### src/rtl/i2c_tgt_pkg.sv
package i2c_tgt_pkg;
  localparam int unsigned ADDR_W = 7;
  localparam int unsigned BYTE_W = ADDR_W + 1;
  localparam int unsigned STS_W  = 8;

  localparam int unsigned F_TX_ACK  = 0;
  localparam int unsigned F_TX_NAK  = 1;
  localparam int unsigned F_RX_DONE = 2;
  localparam int unsigned F_STOP    = 4;
  localparam int unsigned F_MATCH   = 7;

  typedef enum logic [3:0] {
    S_IDLE,
    S_ADDR,
    S_A_ACK,
    S_WR_WAIT,
    S_WR_BITS,
    S_W_ACK,
    S_RD_WAIT,
    S_RD_BITS,
    S_RD_ACK,
    S_IGNORE
  } tgt_state_e;
endpackage

### src/rtl/i2c_tgt_filt.sv
module i2c_tgt_filt #(
  parameter int unsigned SYNC_STAGES = 2,
  parameter int unsigned FILT_CYCLES = 3
) (
  input  logic clk_i,
  input  logic rst_ni,
  input  logic d_i,
  output logic q_o
);
  localparam int unsigned CNT_W = $clog2(FILT_CYCLES + 1);
  localparam logic [CNT_W-1:0] CNT_LAST = CNT_W'(FILT_CYCLES - 1);

  logic [SYNC_STAGES-1:0] sync_q;
  logic [CNT_W-1:0]       cnt_q;
  logic                   q_q;
  logic                   s;

  assign s   = sync_q[SYNC_STAGES-1];
  assign q_o = q_q;

  // idle bus is high; output follows only after FILT_CYCLES stable samples
  always_ff @(posedge clk_i or negedge rst_ni) begin
    if (!rst_ni) begin
      sync_q <= '1;
      cnt_q  <= '0;
      q_q    <= 1'b1;
    end else begin
      sync_q <= {sync_q[SYNC_STAGES-2:0], d_i};
      if (s == q_q) begin
        cnt_q <= '0;
      end else if (cnt_q == CNT_LAST) begin
        q_q   <= s;
        cnt_q <= '0;
      end else begin
        cnt_q <= cnt_q + 1'b1;
      end
    end
  end
endmodule

### src/rtl/i2c_tgt_cond.sv
module i2c_tgt_cond (
  input  logic clk_i,
  input  logic rst_ni,
  input  logic scl_i,
  input  logic sda_i,
  output logic start_o,
  output logic stop_o,
  output logic rise_o,
  output logic fall_o
);
  logic scl_p, sda_p;

  always_ff @(posedge clk_i or negedge rst_ni) begin
    if (!rst_ni) begin
      scl_p <= 1'b1;
      sda_p <= 1'b1;
    end else begin
      scl_p <= scl_i;
      sda_p <= sda_i;
    end
  end

  assign start_o = scl_i & scl_p & sda_p & ~sda_i;
  assign stop_o  = scl_i & scl_p & ~sda_p & sda_i;
  assign rise_o  = scl_i & ~scl_p;
  assign fall_o  = ~scl_i & scl_p;
endmodule

### src/rtl/i2c_tgt_flags.sv
module i2c_tgt_flags
  import i2c_tgt_pkg::*;
(
  input  logic             clk_i,
  input  logic             rst_ni,
  input  logic [STS_W-1:0] set_i,
  input  logic [STS_W-1:0] clr_i,
  output logic [STS_W-1:0] sts_o
);
  logic [STS_W-1:0] q;

  always_ff @(posedge clk_i or negedge rst_ni) begin
    if (!rst_ni) q <= '0;
    else         q <= (q & ~clr_i) | set_i;
  end

  assign sts_o = q;

  // a flag only appears after a set event
  p_new_from_set_r10: assert property (@(posedge clk_i) disable iff (!rst_ni)
    ((sts_o & ~$past(sts_o)) & ~$past(set_i)) == '0);
  // a cleared flag without a concurrent set is gone
  p_clear_r10: assert property (@(posedge clk_i) disable iff (!rst_ni)
    (($past(clr_i) & ~$past(set_i)) & sts_o) == '0);
endmodule

### src/rtl/i2c_tgt_fsm.sv
module i2c_tgt_fsm
  import i2c_tgt_pkg::*;
(
  input  logic              clk_i,
  input  logic              rst_ni,
  input  logic              en_i,
  input  logic [ADDR_W-1:0] own_addr_i,
  input  logic              scl_f_i,
  input  logic              sda_f_i,
  input  logic              start_i,
  input  logic              stop_i,
  input  logic              rise_i,
  input  logic              fall_i,
  input  logic              rx_pend_i,
  input  logic              tx_cmd_i,
  input  logic [BYTE_W-1:0] tx_data_i,
  output logic              scl_oe_o,
  output logic              sda_oe_o,
  output logic [STS_W-1:0]  set_o,
  output logic [BYTE_W-1:0] rx_data_o,
  output logic              active_o
);
  localparam int unsigned CNT_W = $clog2(BYTE_W + 1);
  localparam logic [CNT_W-1:0] CNT_FULL = CNT_W'(BYTE_W);
  localparam logic [CNT_W-1:0] CNT_LAST = CNT_W'(BYTE_W - 1);

  tgt_state_e        state_q;
  logic [CNT_W-1:0]  cnt_q;
  logic [BYTE_W-1:0] sh_q, txb_q, rx_q;
  logic              txv_q, dir_q, act_q, nak_q, sda_oe_q, scl_oe_q;
  logic [STS_W-1:0]  set_q;

  always_ff @(posedge clk_i or negedge rst_ni) begin
    if (!rst_ni) begin
      state_q  <= S_IDLE;
      cnt_q    <= '0;
      sh_q     <= '0;
      txb_q    <= '0;
      rx_q     <= '0;
      txv_q    <= 1'b0;
      dir_q    <= 1'b0;
      act_q    <= 1'b0;
      nak_q    <= 1'b0;
      sda_oe_q <= 1'b0;
      set_q    <= '0;
    end else begin
      set_q <= '0;
      if (!en_i) begin
        state_q  <= S_IDLE;
        sda_oe_q <= 1'b0;
        act_q    <= 1'b0;
        txv_q    <= 1'b0;
        cnt_q    <= '0;
      end else if (start_i) begin
        state_q  <= S_ADDR;
        sda_oe_q <= 1'b0;
        act_q    <= 1'b0;
        txv_q    <= 1'b0;
        cnt_q    <= '0;
      end else if (stop_i) begin
        if (act_q) set_q[F_STOP] <= 1'b1;
        state_q  <= S_IDLE;
        sda_oe_q <= 1'b0;
        act_q    <= 1'b0;
        txv_q    <= 1'b0;
      end else begin
        if (tx_cmd_i && act_q && dir_q) begin
          txv_q <= 1'b1;
          txb_q <= tx_data_i;
        end
        unique case (state_q)
          S_ADDR, S_WR_BITS: begin
            if (rise_i && cnt_q != CNT_FULL) begin
              sh_q  <= {sh_q[BYTE_W-2:0], sda_f_i};
              cnt_q <= cnt_q + 1'b1;
            end else if (fall_i && cnt_q == CNT_FULL) begin
              cnt_q <= '0;
              if (state_q == S_WR_BITS) begin
                set_q[F_RX_DONE] <= 1'b1;
                rx_q     <= sh_q;
                sda_oe_q <= 1'b1;
                state_q  <= S_W_ACK;
              end else if (sh_q[BYTE_W-1:1] == own_addr_i) begin
                set_q[F_MATCH]   <= 1'b1;
                set_q[F_RX_DONE] <= 1'b1;
                rx_q     <= sh_q;
                dir_q    <= sh_q[0];
                act_q    <= 1'b1;
                sda_oe_q <= 1'b1;
                state_q  <= S_A_ACK;
              end else begin
                state_q <= S_IGNORE;
              end
            end
          end
          S_A_ACK: if (fall_i) begin
            sda_oe_q <= 1'b0;
            state_q  <= dir_q ? S_RD_WAIT : S_WR_WAIT;
          end
          S_W_ACK: if (fall_i) begin
            sda_oe_q <= 1'b0;
            state_q  <= S_WR_WAIT;
          end
          S_WR_WAIT: if (!rx_pend_i) begin
            cnt_q   <= '0;
            state_q <= S_WR_BITS;
          end
          S_RD_WAIT: if (txv_q) begin
            sh_q     <= txb_q;
            sda_oe_q <= ~txb_q[BYTE_W-1];
            txv_q    <= 1'b0;
            cnt_q    <= '0;
            state_q  <= S_RD_BITS;
          end
          S_RD_BITS: if (fall_i) begin
            if (cnt_q == CNT_LAST) begin
              sda_oe_q <= 1'b0;
              cnt_q    <= '0;
              state_q  <= S_RD_ACK;
            end else begin
              sda_oe_q <= ~sh_q[BYTE_W-2];
              sh_q     <= {sh_q[BYTE_W-2:0], 1'b0};
              cnt_q    <= cnt_q + 1'b1;
            end
          end
          S_RD_ACK: begin
            if (rise_i) begin
              nak_q <= sda_f_i;
              if (sda_f_i) set_q[F_TX_NAK] <= 1'b1;
              else         set_q[F_TX_ACK] <= 1'b1;
            end else if (fall_i) begin
              state_q <= nak_q ? S_IGNORE : S_RD_WAIT;
            end
          end
          default: ;
        endcase
      end
    end
  end

  // clock hold is registered so released data leads the SCL release by a cycle
  always_ff @(posedge clk_i or negedge rst_ni) begin
    if (!rst_ni) scl_oe_q <= 1'b0;
    else scl_oe_q <= en_i && !start_i && !stop_i &&
                     ((state_q == S_RD_WAIT) || (state_q == S_WR_WAIT && rx_pend_i));
  end

  assign scl_oe_o  = scl_oe_q;
  assign sda_oe_o  = sda_oe_q;
  assign set_o     = set_q;
  assign rx_data_o = rx_q;
  assign active_o  = act_q;

  // a match event coincides with the address acknowledge
  p_ack_on_match_r1: assert property (@(posedge clk_i) disable iff (!rst_ni)
    set_q[F_MATCH] |-> sda_oe_q);
  // an unaddressed transfer raises no flag
  p_ignore_quiet_r2: assert property (@(posedge clk_i) disable iff (!rst_ni)
    (state_q == S_IGNORE && !act_q) |=> (set_q == '0));
  // SCL hold only ever starts while SCL is already low
  p_stretch_from_low_r4: assert property (@(posedge clk_i) disable iff (!rst_ni)
    $rose(scl_oe_q) |-> !scl_f_i);
  // driven SDA never moves while SCL is high
  p_sda_stable_r5: assert property (@(posedge clk_i) disable iff (!rst_ni)
    (scl_f_i && $past(scl_f_i) && en_i && $past(en_i) && !$past(start_i) && !$past(stop_i))
      |-> $stable(sda_oe_q));
  // a NAK leaves SDA released
  p_nak_release_r6: assert property (@(posedge clk_i) disable iff (!rst_ni)
    (state_q == S_RD_ACK && fall_i && nak_q && en_i && !start_i && !stop_i) |=> !sda_oe_q);
  // disabled engine is silent
  p_disabled_r9: assert property (@(posedge clk_i) disable iff (!rst_ni)
    !en_i |=> (set_q == '0 && !sda_oe_q && !scl_oe_q));
endmodule

### src/rtl/i2c_tgt_engine.sv
module i2c_tgt_engine
  import i2c_tgt_pkg::*;
#(
  parameter int unsigned SYNC_STAGES = 2,
  parameter int unsigned FILT_CYCLES = 3
) (
  input  logic              clk_i,
  input  logic              rst_ni,
  input  logic              tgt_en_i,
  input  logic [ADDR_W-1:0] own_addr_i,
  input  logic              scl_i,
  input  logic              sda_i,
  output logic              scl_oe_o,
  output logic              sda_oe_o,
  input  logic [BYTE_W-1:0] tx_data_i,
  input  logic              tx_cmd_i,
  input  logic [STS_W-1:0]  sts_clr_i,
  output logic [STS_W-1:0]  sts_o,
  output logic [BYTE_W-1:0] rx_data_o,
  output logic              irq_o
);
  localparam int unsigned N_LINES = 2;

  logic [N_LINES-1:0] line_raw, line_f;
  logic start, stop, rise, fall, active;
  logic [STS_W-1:0] set_v, sts;

  assign line_raw = {sda_i, scl_i};

  for (genvar i = 0; i < N_LINES; i++) begin : g_filt
    i2c_tgt_filt #(
      .SYNC_STAGES(SYNC_STAGES),
      .FILT_CYCLES(FILT_CYCLES)
    ) u_filt (
      .clk_i (clk_i),
      .rst_ni(rst_ni),
      .d_i   (line_raw[i]),
      .q_o   (line_f[i])
    );
  end

  i2c_tgt_cond u_cond (
    .clk_i  (clk_i),
    .rst_ni (rst_ni),
    .scl_i  (line_f[0]),
    .sda_i  (line_f[1]),
    .start_o(start),
    .stop_o (stop),
    .rise_o (rise),
    .fall_o (fall)
  );

  i2c_tgt_fsm u_fsm (
    .clk_i     (clk_i),
    .rst_ni    (rst_ni),
    .en_i      (tgt_en_i),
    .own_addr_i(own_addr_i),
    .scl_f_i   (line_f[0]),
    .sda_f_i   (line_f[1]),
    .start_i   (start),
    .stop_i    (stop),
    .rise_i    (rise),
    .fall_i    (fall),
    .rx_pend_i (sts[F_RX_DONE]),
    .tx_cmd_i  (tx_cmd_i),
    .tx_data_i (tx_data_i),
    .scl_oe_o  (scl_oe_o),
    .sda_oe_o  (sda_oe_o),
    .set_o     (set_v),
    .rx_data_o (rx_data_o),
    .active_o  (active)
  );

  i2c_tgt_flags u_flags (
    .clk_i (clk_i),
    .rst_ni(rst_ni),
    .set_i (set_v),
    .clr_i (sts_clr_i),
    .sts_o (sts)
  );

  assign sts_o = sts;
  assign irq_o = |sts;

  // a STOP closing an addressed transfer shows in the flags two cycles on
  p_stop_flag_r7: assert property (@(posedge clk_i) disable iff (!rst_ni)
    (stop && active && tgt_en_i) |-> ##2 sts_o[F_STOP]);
endmodule

### config.mk
export PLATFORM = sky130hd
export DESIGN_NAME = i2c_tgt_engine
export DESIGN_NICKNAME = d
export VERILOG_FILES = /design/src/rtl/i2c_tgt_pkg.sv /design/src/rtl/i2c_tgt_filt.sv /design/src/rtl/i2c_tgt_cond.sv /design/src/rtl/i2c_tgt_flags.sv /design/src/rtl/i2c_tgt_fsm.sv /design/src/rtl/i2c_tgt_engine.sv
export SDC_FILE = /design/constraint.sdc
export NUM_CORES = 1
export LEC_CHECK = 0
export ABC_AREA = 1
export ABC_CLOCK_PERIOD_IN_PS = 1800
export BUFFER_PORTS_ARGS = -buffer_cell sky130_fd_sc_hd__buf_2
export CAP_MARGIN = 40
export CORE_MARGIN = 8
export CORE_UTILIZATION = 57
export CTS_CLUSTER_SIZE = 30
export DETAILED_ROUTE_END_ITERATION = 8
export MAX_ROUTING_LAYER = met4
export PLACE_DENSITY = 0.77
export SLEW_MARGIN = 30
export SYNTH_ARGS = -nofsm -noshare
export SYNTH_HDL_FRONTEND = slang
export SYNTH_SLANG_ARGS = --single-unit
### constraint.sdc
create_clock -name clk_i -period 1.8 [get_ports clk_i]
set_input_delay 0.36 -clock clk_i [delete_from_list [all_inputs] [get_ports clk_i]]
set_output_delay 0.36 -clock clk_i [all_outputs]
set_load 0.02 [all_outputs]
==> results of run 1 <==
-- worst reg2reg max path, cell delays in order (launching register included) --
cell     delay (ns)
dfstp_2        0.56
inv_4          0.07
nor2_4         0.13
nand2_4        0.08
nand2_2        0.07
nor2_2         0.06
buf_4          0.16
nand2_2        0.06
nand4_1        0.14
nor2_4         0.20
nand2_1        0.07
o21ai_1        0.07
-- state kept, by name, summed over array words and instances, names as in the netlist --
signal / count
u_fsm.txb_q: 8
u_fsm.cnt_q: 4
u_fsm.nak_q: 1
u_fsm.scl_oe_o: 1
u_fsm.sh_q: 8
u_cond.sda_p: 1
u_fsm.set_o: 5
u_fsm.txv_q: 1
u_fsm.state_q: 4
u_fsm.sda_oe_o: 1
u_fsm.rx_data_o: 8
g_filt.u_filt.sync_q: 4
g_filt.u_filt.cnt_q: 4
u_fsm.dir_q: 1
u_flags.sts_o: 8
g_filt.u_filt.q_o: 2
u_fsm.active_o: 1
u_cond.scl_p: 1
-- what timing repair did --
action	4_1_cts	5_1_grt
hold buffers	1	0
endpoints found under the hold margin	15	0
setup buffers	0	9
setup endpoints to repair	0	23
gates resized for setup	0	35
-- through the flow --
step / setup WS, ns / instance area [µm²] / power [mW]
after floorplan: 0.119 / 3210 / 3.45
after global placement: 0.0825 / 3680 / 4.09
after detailed placement: 0.0614 / 3680 / 4.13
after CTS: 0.0439 / 3890 / 5.40
after global routing: -0.0223 / 4060 / 6.23
final: 0.0725 / 4060 / 5.83
-- synth_stat cells (6+ instances only) --
| library cell | n | area share (%) |
|---|---|---|
| o21ai_0 | 14 | 2.2 |
| nor3_1 | 7 | 1.1 |
| nand2_1 | 90 | 11 |
| nand4_1 | 10 | 1.9 |
| mux2_4 | 7 | 3.3 |
| inv_1 | 49 | 5.7 |
| nand3_1 | 19 | 3.0 |
| nor2_1 | 38 | 4.4 |
| dfrtp_1 | 55 | 43 |
| dfstp_2 | 8 | 6.5 |
| nor2_2 | 6 | 1.2 |
| o21ai_1 | 16 | 2.5 |
| o211ai_1 | 6 | 1.4 |
| a21oi_1 | 8 | 1.2 |
-- cell type report --
type	instances	area [µm²]
clock buffers	12	145
clock inverters	4	53.8
fillers	446	1410
inverters	54	205
multi-input cells	259	1490
flip-flops and latches	63	1590
well taps	72	90.1
repair buffers	74	482
-- worst max-delay path by stage --
| stage | end | from | cells past startpoint | slack [ns] |
|---|---|---|---|---|
| 2_1_floorplan | u_fsm.txb_q[1] | g_filt[1].u_filt.q_o | 6 | 0.12 |
| 3_3_place_gp | u_fsm.state_q[0] | u_fsm.state_q[3] | 11 | 0.08 |
| 3_5_place_dp | u_fsm.cnt_q[0] | g_filt[0].u_filt.q_o | 7 | 0.06 |
| 4_1_cts | u_fsm.sh_q[1] | u_fsm.cnt_q[0] | 9 | 0.04 |
| 5_1_grt | u_fsm.state_q[3] | g_filt[1].u_filt.q_o | 11 | -0.02 |
| 6_report | u_fsm.state_q[2] | g_filt[1].u_filt.q_o | 11 | 0.07 |
-- power breakdown --
| group | total, mW | internal (mW) | switching (mW) |
|---|---|---|---|
| clock | 1.26 | 0.683 | 0.576 |
| sequential | 1.97 | 1.72 | 0.249 |
| combinational | 2.60 | 1.02 | 1.58 |
-- layer usage --
metal / track usage (%) / up-vias / part of all wire, %
met5: - / - / 0
met4: 8.32 / 0 / 2.1
met3: 3.95 / 18 / 4.5
met2: 31.9 / 86 / 48
met1: 25.6 / 1335 / 45
li1: - / 1393 / -
-- cell families after synthesis --
kind of cell | after synthesis
AO/OA/AOI/OAI | 55
XOR/XNOR | 10
adder cells (fa/ha/maj) | 2
buffers and inverters | 59
flip-flops | 63
multiplexers | 7
AND/OR/NAND/NOR | 185
==> flow_summary.json, run 1 <==
{
  "power.static_leakage_nw": 2.12,
  "synth_xor_xnor_area_share_pct": 2.72,
  "clock_tree.htree_level_count": 3,
  "layout.core_utilization_pct": 74.2,
  "post-route-period-util_pct": 96.0,
  "post_route_cells_drive_above_1_share_pct": 32.2,
  "grt_use_total_pct": 20.5,
  "timing.critical_path.cells": "inv_4 -> nor2_4 -> nand2_4 -> nand2_2 -> nor2_2 -> buf_4 -> nand2_2 -> nand4_1 -> nor2_4 -> nand2_1 -> o21ai_1",
  "gr-total-overflow": 0,
  "diodes": 0,
  "critical_path_s_top_delay_family": "simple AND/OR/NAND/NOR gates",
  "timing.critical_path.fanout_max": 8,
  "synth-seq-cells": 63,
  "worst_hold_path.endpoint": "g_filt[0].u_filt.sync_q[0]",
  "rsz0062_at_grt": "true",
  "worstPathRequired_ns": 2.07,
  "synth_compound_gate_area_share_pct": 9.85,
  "worst_reg2reg_path_startpoint": "g_filt[1].u_filt.q_o",
  "period_needed_ns": 1.73,
  "cp_data_arrival_time_ns": 2.00,
  "netlist-cell-type-count": 34,
  "cts_tree": "built",
  "final.setup.tns_ns": 0,
  "synth_nets": 412,
  "synth-warning-count": 0,
  "setup_crit_start_kind": "register",
  "setup_violations": 0,
  "achievable_clock_frequency_ghz": 0.579,
  "max-vdd-ir-drop_mv": 0.789,
  "core-area_mm2": 0.00547,
  "async_flop_share_pct": 100,
  "main_combinational_cell_family_by_area_after_synthesis": "simple AND/OR/NAND/NOR gates",
  "source_to_sink_clock_delay_at_the_later_pin_of_the_worst_skew_pair_ns": 0.35,
  "starting_drt_drc_count": 142,
  "timing_max_transition_violations_final": 0,
  "pwr_density_cell_mw_per_mm2": 1440,
  "mappedNetlistArea_mm2": 0.00321,
  "cpMaxStageDelayCell": "dfstp_2",
  "placed_cells": 513,
  "drt-total-wl_mm": 8.02,
  "grt_start_max_net_pins": 33,
  "outcome": "finished clean",
  "final_hold_viol_count": 0,
  "slowest_cell_delay_on_critical_path_ns": 0.56,
  "drc": 0,
  "synth_simple_gate_area_share_pct": 26.4,
  "end_kind": "register",
  "setup.reg_to_reg.worst_slack_ns": 0.07,
  "yosys-mux-area-fraction_pct": 3.27,
  "worstRegToRegCells": 11,
  "drt-vias-per-instance": 5.26,
  "die_x_um": 91.1,
  "finalClockSkew_ns": 0.0124,
  "number_of_global_route_vias_before_repair": 2860,
  "finalNonFillerCells": 538,
  "design.die.area_mm2": 0.00830,
  "initial_utilization_pct": 58.7,
  "die_h_um": 91.1,
  "final_net_count": 492,
  "final_antenna_net_count": 0,
  "ys_dominant_reg_cell": "dfrtp_1",
  "worstPathBufferInverterCount": 2,
  "dp_hpwl_mm": 5.96,
  "crit-reg2reg-capture": "u_fsm.state_q[2]",
  "worst_setup_hold_path_clk_slew_ns": 0.07,
  "finalHoldWorstSlack_ns": 0.111,
  "hold_depth": 1,
  "setup_crit_path_kind": "register to register",
  "commonest_non_fill_non_tap_cells_in_the_layout": "nand2_1 (82), dfrtp_1 (53), inv_1 (47), buf_2 (47), nor2_1 (33)",
  "layout-area-overhead-vs-synth_pct": 26.3,
  "post_synthesis_area_per_instance_um2": 8.44,
  "cts.root.buffer_cell": "clkbuf_8",
  "antenna_found_initial": 0,
  "slew_headroom_pct": 70.6,
  "tightest_slew_ns": 0.441,
  "holdCritStartpoint": "scl_i",
  "most_common_cell_after_layout_fill_and_taps_aside": "nand2_1",
  "num_io_pins": 48,
  "cts_inserted_buffers": 9,
  "synth_enable_flop_cells": 0,
  "cts.sinks": 63,
  "synthesis.instances": 381,
  "vias": 2832,
  "routabilityCongestion": 1.05,
  "holdCritPathClass": "input port to register",
  "ys_seq_area_share_pct": 49.4,
  "cts-root-to-sink-buffers": 2,
  "first_pass_iters": 4,
  "placement.io_buffers": 47,
  "std_cell_rows": 27,
  "max_cap_viol_count": 0,
  "grt_pass1_wl_mm": 13.3,
  "yosys.area_share.adder_pct": 0.779,
  "routedWlPerCell_um": 14.9
}
No activity file was read; power rests on OpenSTA's default activity.
==> inputs of run 2 (changes only) <==
- REMOVE_ABC_BUFFERS: unset -> 1
==> run 2 against run 1 <==
Die area stayed put. Critical endpoint is now u_fsm.txb_q[7]. Hold slack got worse by 0.089 ns. Register-to-register slack got worse by 0.03 ns. Total power shrank 3.1%. Worst setup slack lost 0.030 ns. Fmax decreased by 1.7%.
==> flow_summary.json, run 2 (synthesis gave the netlist of run 1 again) <==
{
  "layout-area-overhead-vs-synth_pct": 24.2,
  "most_common_cell_after_layout_fill_and_taps_aside": "nand2_1",
  "final_cell_area_mm2": 0.00399,
  "max-vdd-ir-drop_mv": 0.817,
  "holdCritPathClass": "input port to asynchronous set/reset pin",
  "dp_hpwl_mm": 6.04,
  "core-area_mm2": 0.00547,
  "setup_crit_start_kind": "register",
  "number_of_global_route_vias_before_repair": 2927,
  "placement.io_buffers": 47,
  "post-route-period-util_pct": 97.6,
  "final_net_count": 490,
  "commonest_non_fill_non_tap_cells_in_the_layout": "nand2_1 (87), dfrtp_1 (52), inv_1 (49)",
  "worstPathRequired_ns": 2.02,
  "layout.core_utilization_pct": 73.0,
  "num_io_pins": 48,
  "ctsHoldBuffers": 0,
  "starting_drt_drc_count": 181,
  "drt-vias-per-instance": 5.28,
  "cts-root-to-sink-buffers": 2,
  "tightest_slew_ns": 0.344,
  "finalClockSkew_ns": 0.00644,
  "worst_setup_hold_path_clk_slew_ns": 0.07,
  "die_x_um": 91.1,
  "drt-total-wl_mm": 8.07,
  "grt_use_total_pct": 20.5,
  "achievable_clock_frequency_ghz": 0.569,
  "cts.sinks": 63,
  "source_to_sink_clock_delay_at_the_later_pin_of_the_worst_skew_pair_ns": 0.34,
  "routedWlPerCell_um": 15.1,
  "diodes": 0,
  "outcome": "finished clean",
  "total_power_mw": 5.65,
  "max_cap_viol_count": 0,
  "final_antenna_net_count": 0,
  "power.static_leakage_nw": 2.10,
  "gr-total-overflow": 0,
  "rsz0062_at_grt": "true",
  "design.die.area_mm2": 0.00830,
  "setup_violations": 0,
  "first_pass_iters": 4,
  "end_kind": "register",
  "cts_tree": "built",
  "final_hold_viol_count": 0,
  "setup_crit_path_kind": "register to register",
  "place_area_mm2": 0.00368,
  "slew_headroom_pct": 77.0,
  "cts.root.buffer_cell": "clkbuf_8",
  "pwr_density_cell_mw_per_mm2": 1410,
  "period_needed_ns": 1.76,
  "cts_inserted_buffers": 9,
  "die_h_um": 91.1,
  "vias": 2828,
  "std_cell_rows": 27,
  "routabilityCongestion": 0.925,
  "clock_tree.htree_level_count": 3,
  "timing.critical_path.fanout_max": 9,
  "drc": 0,
  "antenna_found_initial": 0,
  "grt_start_max_net_pins": 64,
  "cp_data_arrival_time_ns": 1.98,
  "initial_utilization_pct": 58.7,
  "timing_max_transition_violations_final": 0,
  "grt_pass1_wl_mm": 13.4,
  "finalHoldWorstSlack_ns": 0.0228,
  "post_route_cells_drive_above_1_share_pct": 30.2
}
-- run 2: critical path, stage by stage (launching register included) --
cell	delay, ns
dfstp_2	0.54
inv_2	0.07
nand4_1	0.16
nand3_4	0.14
or2_1	0.27
buf_12	0.16
mux2_4	0.30
-- run 2: through the flow --
stage / instances / TNS, ns / setup slack, ns
floorplan: 376 / 0 / 0.0478
detailed placement: 513 / 0 / 0.0720
global placement: 513 / 0 / 0.0676
CTS: 529 / 0 / 0.0545
finish: 536 / 0 / 0.0426
global route: 536 / -0.294 / -0.0365
-- run 2: timing repair --
action / in CTS / in global routing
setup buffers: 0 / 7
setup endpoints to repair: 0 / 21
resized for setup: 0 / 17
-- run 2: power by group --
group | internal, mW | switching, mW
logic | 0.917 | 1.47
registers | 1.72 | 0.247
clock network | 0.721 | 0.571
total | 3.36 | 2.29
-- run 2: area by class of cell --
cell class,instances,area [µm²]
Sequential cell,63,1590
Fill cell,398,1480
Multi-Input combinational cell,259,1430
Timing Repair Buffer,72,477
Inverter,54,203
Clock buffer,12,155
Tap cell,72,90.1
Clock inverter,4,52.6
-- run 2: metal layers --
| metal | vias up | global-route usage, % | wire, µm |
|---|---|---|---|
| li1 | 1389 | - | - |
| met1 | 1333 | 24.3 | 3620 |
| met2 | 88 | 32.9 | 3870 |
| met3 | 18 | 5.27 | 424 |
| met4 | 0 | 7.64 | 153 |
| met5 | - | - | 0 |
-- run 2: path summary, 6_finish.rpt --
path	from	endpoint	slack, ns	depth (start not counted)
setup / recovery	g_filt[1].u_filt.q_o	u_fsm.txb_q[7]	0.04	6
hold / removal	rst_ni	u_fsm.rx_data_o[1]	0.02	2
setup reg to reg	g_filt[1].u_filt.q_o	u_fsm.txb_q[7]	0.04	6
hold reg to reg	g_filt[0].u_filt.sync_q[0]	g_filt[0].u_filt.sync_q[1]	0.36	0
max in group asynchronous	rst_ni	g_filt[1].u_filt.sync_q[1]	1.48	2
min in group clk_i	scl_i	g_filt[0].u_filt.sync_q[0]	0.11	1
==> inputs of run 3 (changes only) <==
- CORE_UTILIZATION: 57 -> 55
- PLACE_DENSITY: 0.77 -> 0.74
==> run 3 against run 2 <==
Sequential power about the same. Utilization decreased by 1.5 points. Die area is 3.0% higher. Critical endpoint is now u_fsm.txb_q[2]. Clock skew about the same. Critical path depth stayed put. Hold slack improved by 0.010 ns. Worst setup slack better by 0.0025 ns. Total power up 8.1%. Combinational power grew 8.8%. Via count is 1.4% lower. Non-clock buffer count increased by 3. Fmax increased by 0.14%.
==> flow_summary.json, run 3 (synthesis gave the netlist of run 1 again) <==
{
  "outcome": "finished clean",
  "cts_inserted_buffers": 9,
  "period_needed_ns": 1.75,
  "final_net_count": 493,
  "starting_drt_drc_count": 105,
  "gr-total-overflow": 0,
  "timing.critical_path.fanout_max": 9,
  "path_depth": 6,
  "placement.io_buffers": 47,
  "dp_hpwl_mm": 5.89,
  "number_of_global_route_vias_before_repair": 2789,
  "commonest_non_fill_non_tap_cells_in_the_layout": "nand2_1 (84), dfrtp_1 (53), inv_1 (47), buf_2 (47), nor2_1 (33)",
  "holdCritPathClass": "input port to asynchronous set/reset pin",
  "post_route_cells_drive_above_1_share_pct": 32.5,
  "max-vdd-ir-drop_mv": 0.995,
  "grt_start_max_net_pins": 33,
  "pre_cts_ws_ns": -0.0102,
  "grt_use_total_pct": 20.0,
  "design.die.area_mm2": 0.00855,
  "layout-area-overhead-vs-synth_pct": 28.5,
  "final_hold_viol_count": 0,
  "initial_utilization_pct": 55.6,
  "setup_crit_path_kind": "register to register",
  "core-area_mm2": 0.00578,
  "timing_max_transition_violations_final": 0,
  "setup_violations": 0,
  "finalHoldWorstSlack_ns": 0.0332,
  "groute.layer.met3.usage_pct": 4.85,
  "filler_cell_count_in_the_final_layout": 462,
  "pwr_density_cell_mw_per_mm2": 1480,
  "vias": 2788,
  "setup.reg_to_reg.worst_slack_ns": 0.05,
  "num_io_pins": 48,
  "die_h_um": 92.4,
  "crit-reg2reg-capture": "u_fsm.txb_q[2]",
  "combinationalPowerShare_pct": 42.5,
  "finalNonFillerCells": 542,
  "slew_headroom_pct": 73.2,
  "p_int_mw": 3.67,
  "worstPathBufferInverterCount": 2,
  "worst_reg2reg_path_startpoint": "g_filt[1].u_filt.q_o",
  "final_antenna_net_count": 0,
  "drt-total-wl_mm": 8.13,
  "tightest_slew_ns": 0.402,
  "post-route-period-util_pct": 97.5,
  "achievable_clock_frequency_ghz": 0.570,
  "routabilityCongestion": 0.902,
  "std_cell_rows": 28,
  "diodes": 0,
  "grt_most_used_layer": "met2",
  "cp_data_arrival_time_ns": 1.98,
  "cpMaxStageDelayCell": "dfstp_2",
  "clock_tree.htree_level_count": 3,
  "cts_tree": "built",
  "drt-vias-per-instance": 5.14,
  "cts-root-to-sink-buffers": 2,
  "timing.critical_path.cells": "inv_4 -> nand4_1 -> nand3_4 -> buf_4 -> or2_4 -> mux2_4",
  "power.net_switching_mw": 2.43,
  "antenna_found_initial": 0,
  "setup_crit_start_kind": "register",
  "max_cap_viol_count": 0,
  "grt_pass1_wl_mm": 13.1,
  "worst_setup_hold_path_clk_slew_ns": 0.08,
  "clkPwrFrac_pct": 25.2,
  "switching_fraction_pct": 39.8,
  "routedWlPerCell_um": 15.0,
  "cts.sinks": 63,
  "worstRegToRegCells": 6,
  "worstPathRequired_ns": 2.03,
  "die_x_um": 92.4,
  "most_common_cell_after_layout_fill_and_taps_aside": "nand2_1",
  "placed_cells": 521,
  "cts.root.buffer_cell": "clkbuf_8",
  "met2_layer_usage_reported_by_global_route_pct": 31.2,
  "critical_path_s_top_delay_family": "flip-flops",
  "end_kind": "register",
  "drc": 0,
  "slowest_cell_delay_on_critical_path_ns": 0.56,
  "final.setup.worst_slack_ns": 0.0450,
  "gr-usage-met1_pct": 23.7,
  "final.setup.tns_ns": 0,
  "finalClockSkew_ns": 0.00655,
  "first_pass_iters": 4,
  "power.static_leakage_nw": 2.16,
  "flop_pwr_share_pct": 32.3,
  "source_to_sink_clock_delay_at_the_later_pin_of_the_worst_skew_pair_ns": 0.34
}
-- run 3: final cells by class --
cell class | count | area (µm²) | share of cell area [%]
Sequential cell | 63 | 1590 | 38.5
Clock inverter | 7 | 128 | 3.09
Multi-Input combinational cell | 259 | 1520 | 36.7
Timing Repair Buffer | 75 | 474 | 11.5
Clock buffer | 9 | 124 | 3.00
Tap cell | 75 | 93.8 | 2.27
Inverter | 54 | 205 | 4.97
-- run 3: metrics by stage --
step / instance area [µm²] / power (mW) / util (%)
after floorplan: 3170 / 3.43 / -
after global placement: 3700 / 4.16 / 64.0
after detailed placement: 3700 / 4.19 / 64.0
after CTS: 3950 / 5.75 / 68.4
after global routing: 4130 / 6.53 / 71.4
final: 4130 / 6.10 / 71.4
-- run 3: metal layers --
layer | wire length [µm] | vias to the layer above | part of all wire (%)
met5 | 0 | - | 0
met2 | 4030 | 71 | 50
li1 | - | 1391 | -
met3 | 396 | 18 | 4.9
met1 | 3530 | 1308 | 43
met4 | 176 | 0 | 2.2
-- run 3: timing repair --
item / 4_1_cts / 5_1_grt
hold buffers: 0 / 0
setup endpoints to repair: 7 / 19
cloned: 0 / 0
resized for setup: 1 / 36
pin swaps: 0 / 9
setup buffers: 0 / 5
-- run 3: how the worst max path moves through the flow --
stage	startpoint	endpoint	slack, ns
after floorplan	g_filt[1].u_filt.q_o	u_fsm.txb_q[1]	0.05
after global placement	g_filt[1].u_filt.q_o	u_fsm.txb_q[6]	0.01
after detailed placement	g_filt[1].u_filt.q_o	u_fsm.txb_q[3]	-0.01
after CTS	u_fsm.state_q[1]	u_fsm.dir_q	0.005
after global routing	u_cond.sda_p	u_fsm.cnt_q[1]	-0.07
final	g_filt[1].u_filt.q_o	u_fsm.txb_q[2]	0.05
-- run 3: worst reg2reg max path, cell delays in order (launching register included) --
cell,delay [ns]
dfstp_2,0.56
inv_4,0.06
nand4_1,0.17
nand3_4,0.10
buf_4,0.15
or2_4,0.30
mux2_4,0.31
-- run 3: power by group through the flow --
stage	clock network, mW	logic, mW	registers (mW)
3_3_place_gp	0	2.21	1.95
4_1_cts	1.56	2.25	1.94
2_1_floorplan	0	1.49	1.94
6_report	1.54	2.60	1.97
3_5_place_dp	0	2.22	1.97
5_1_grt	1.62	2.91	2.00
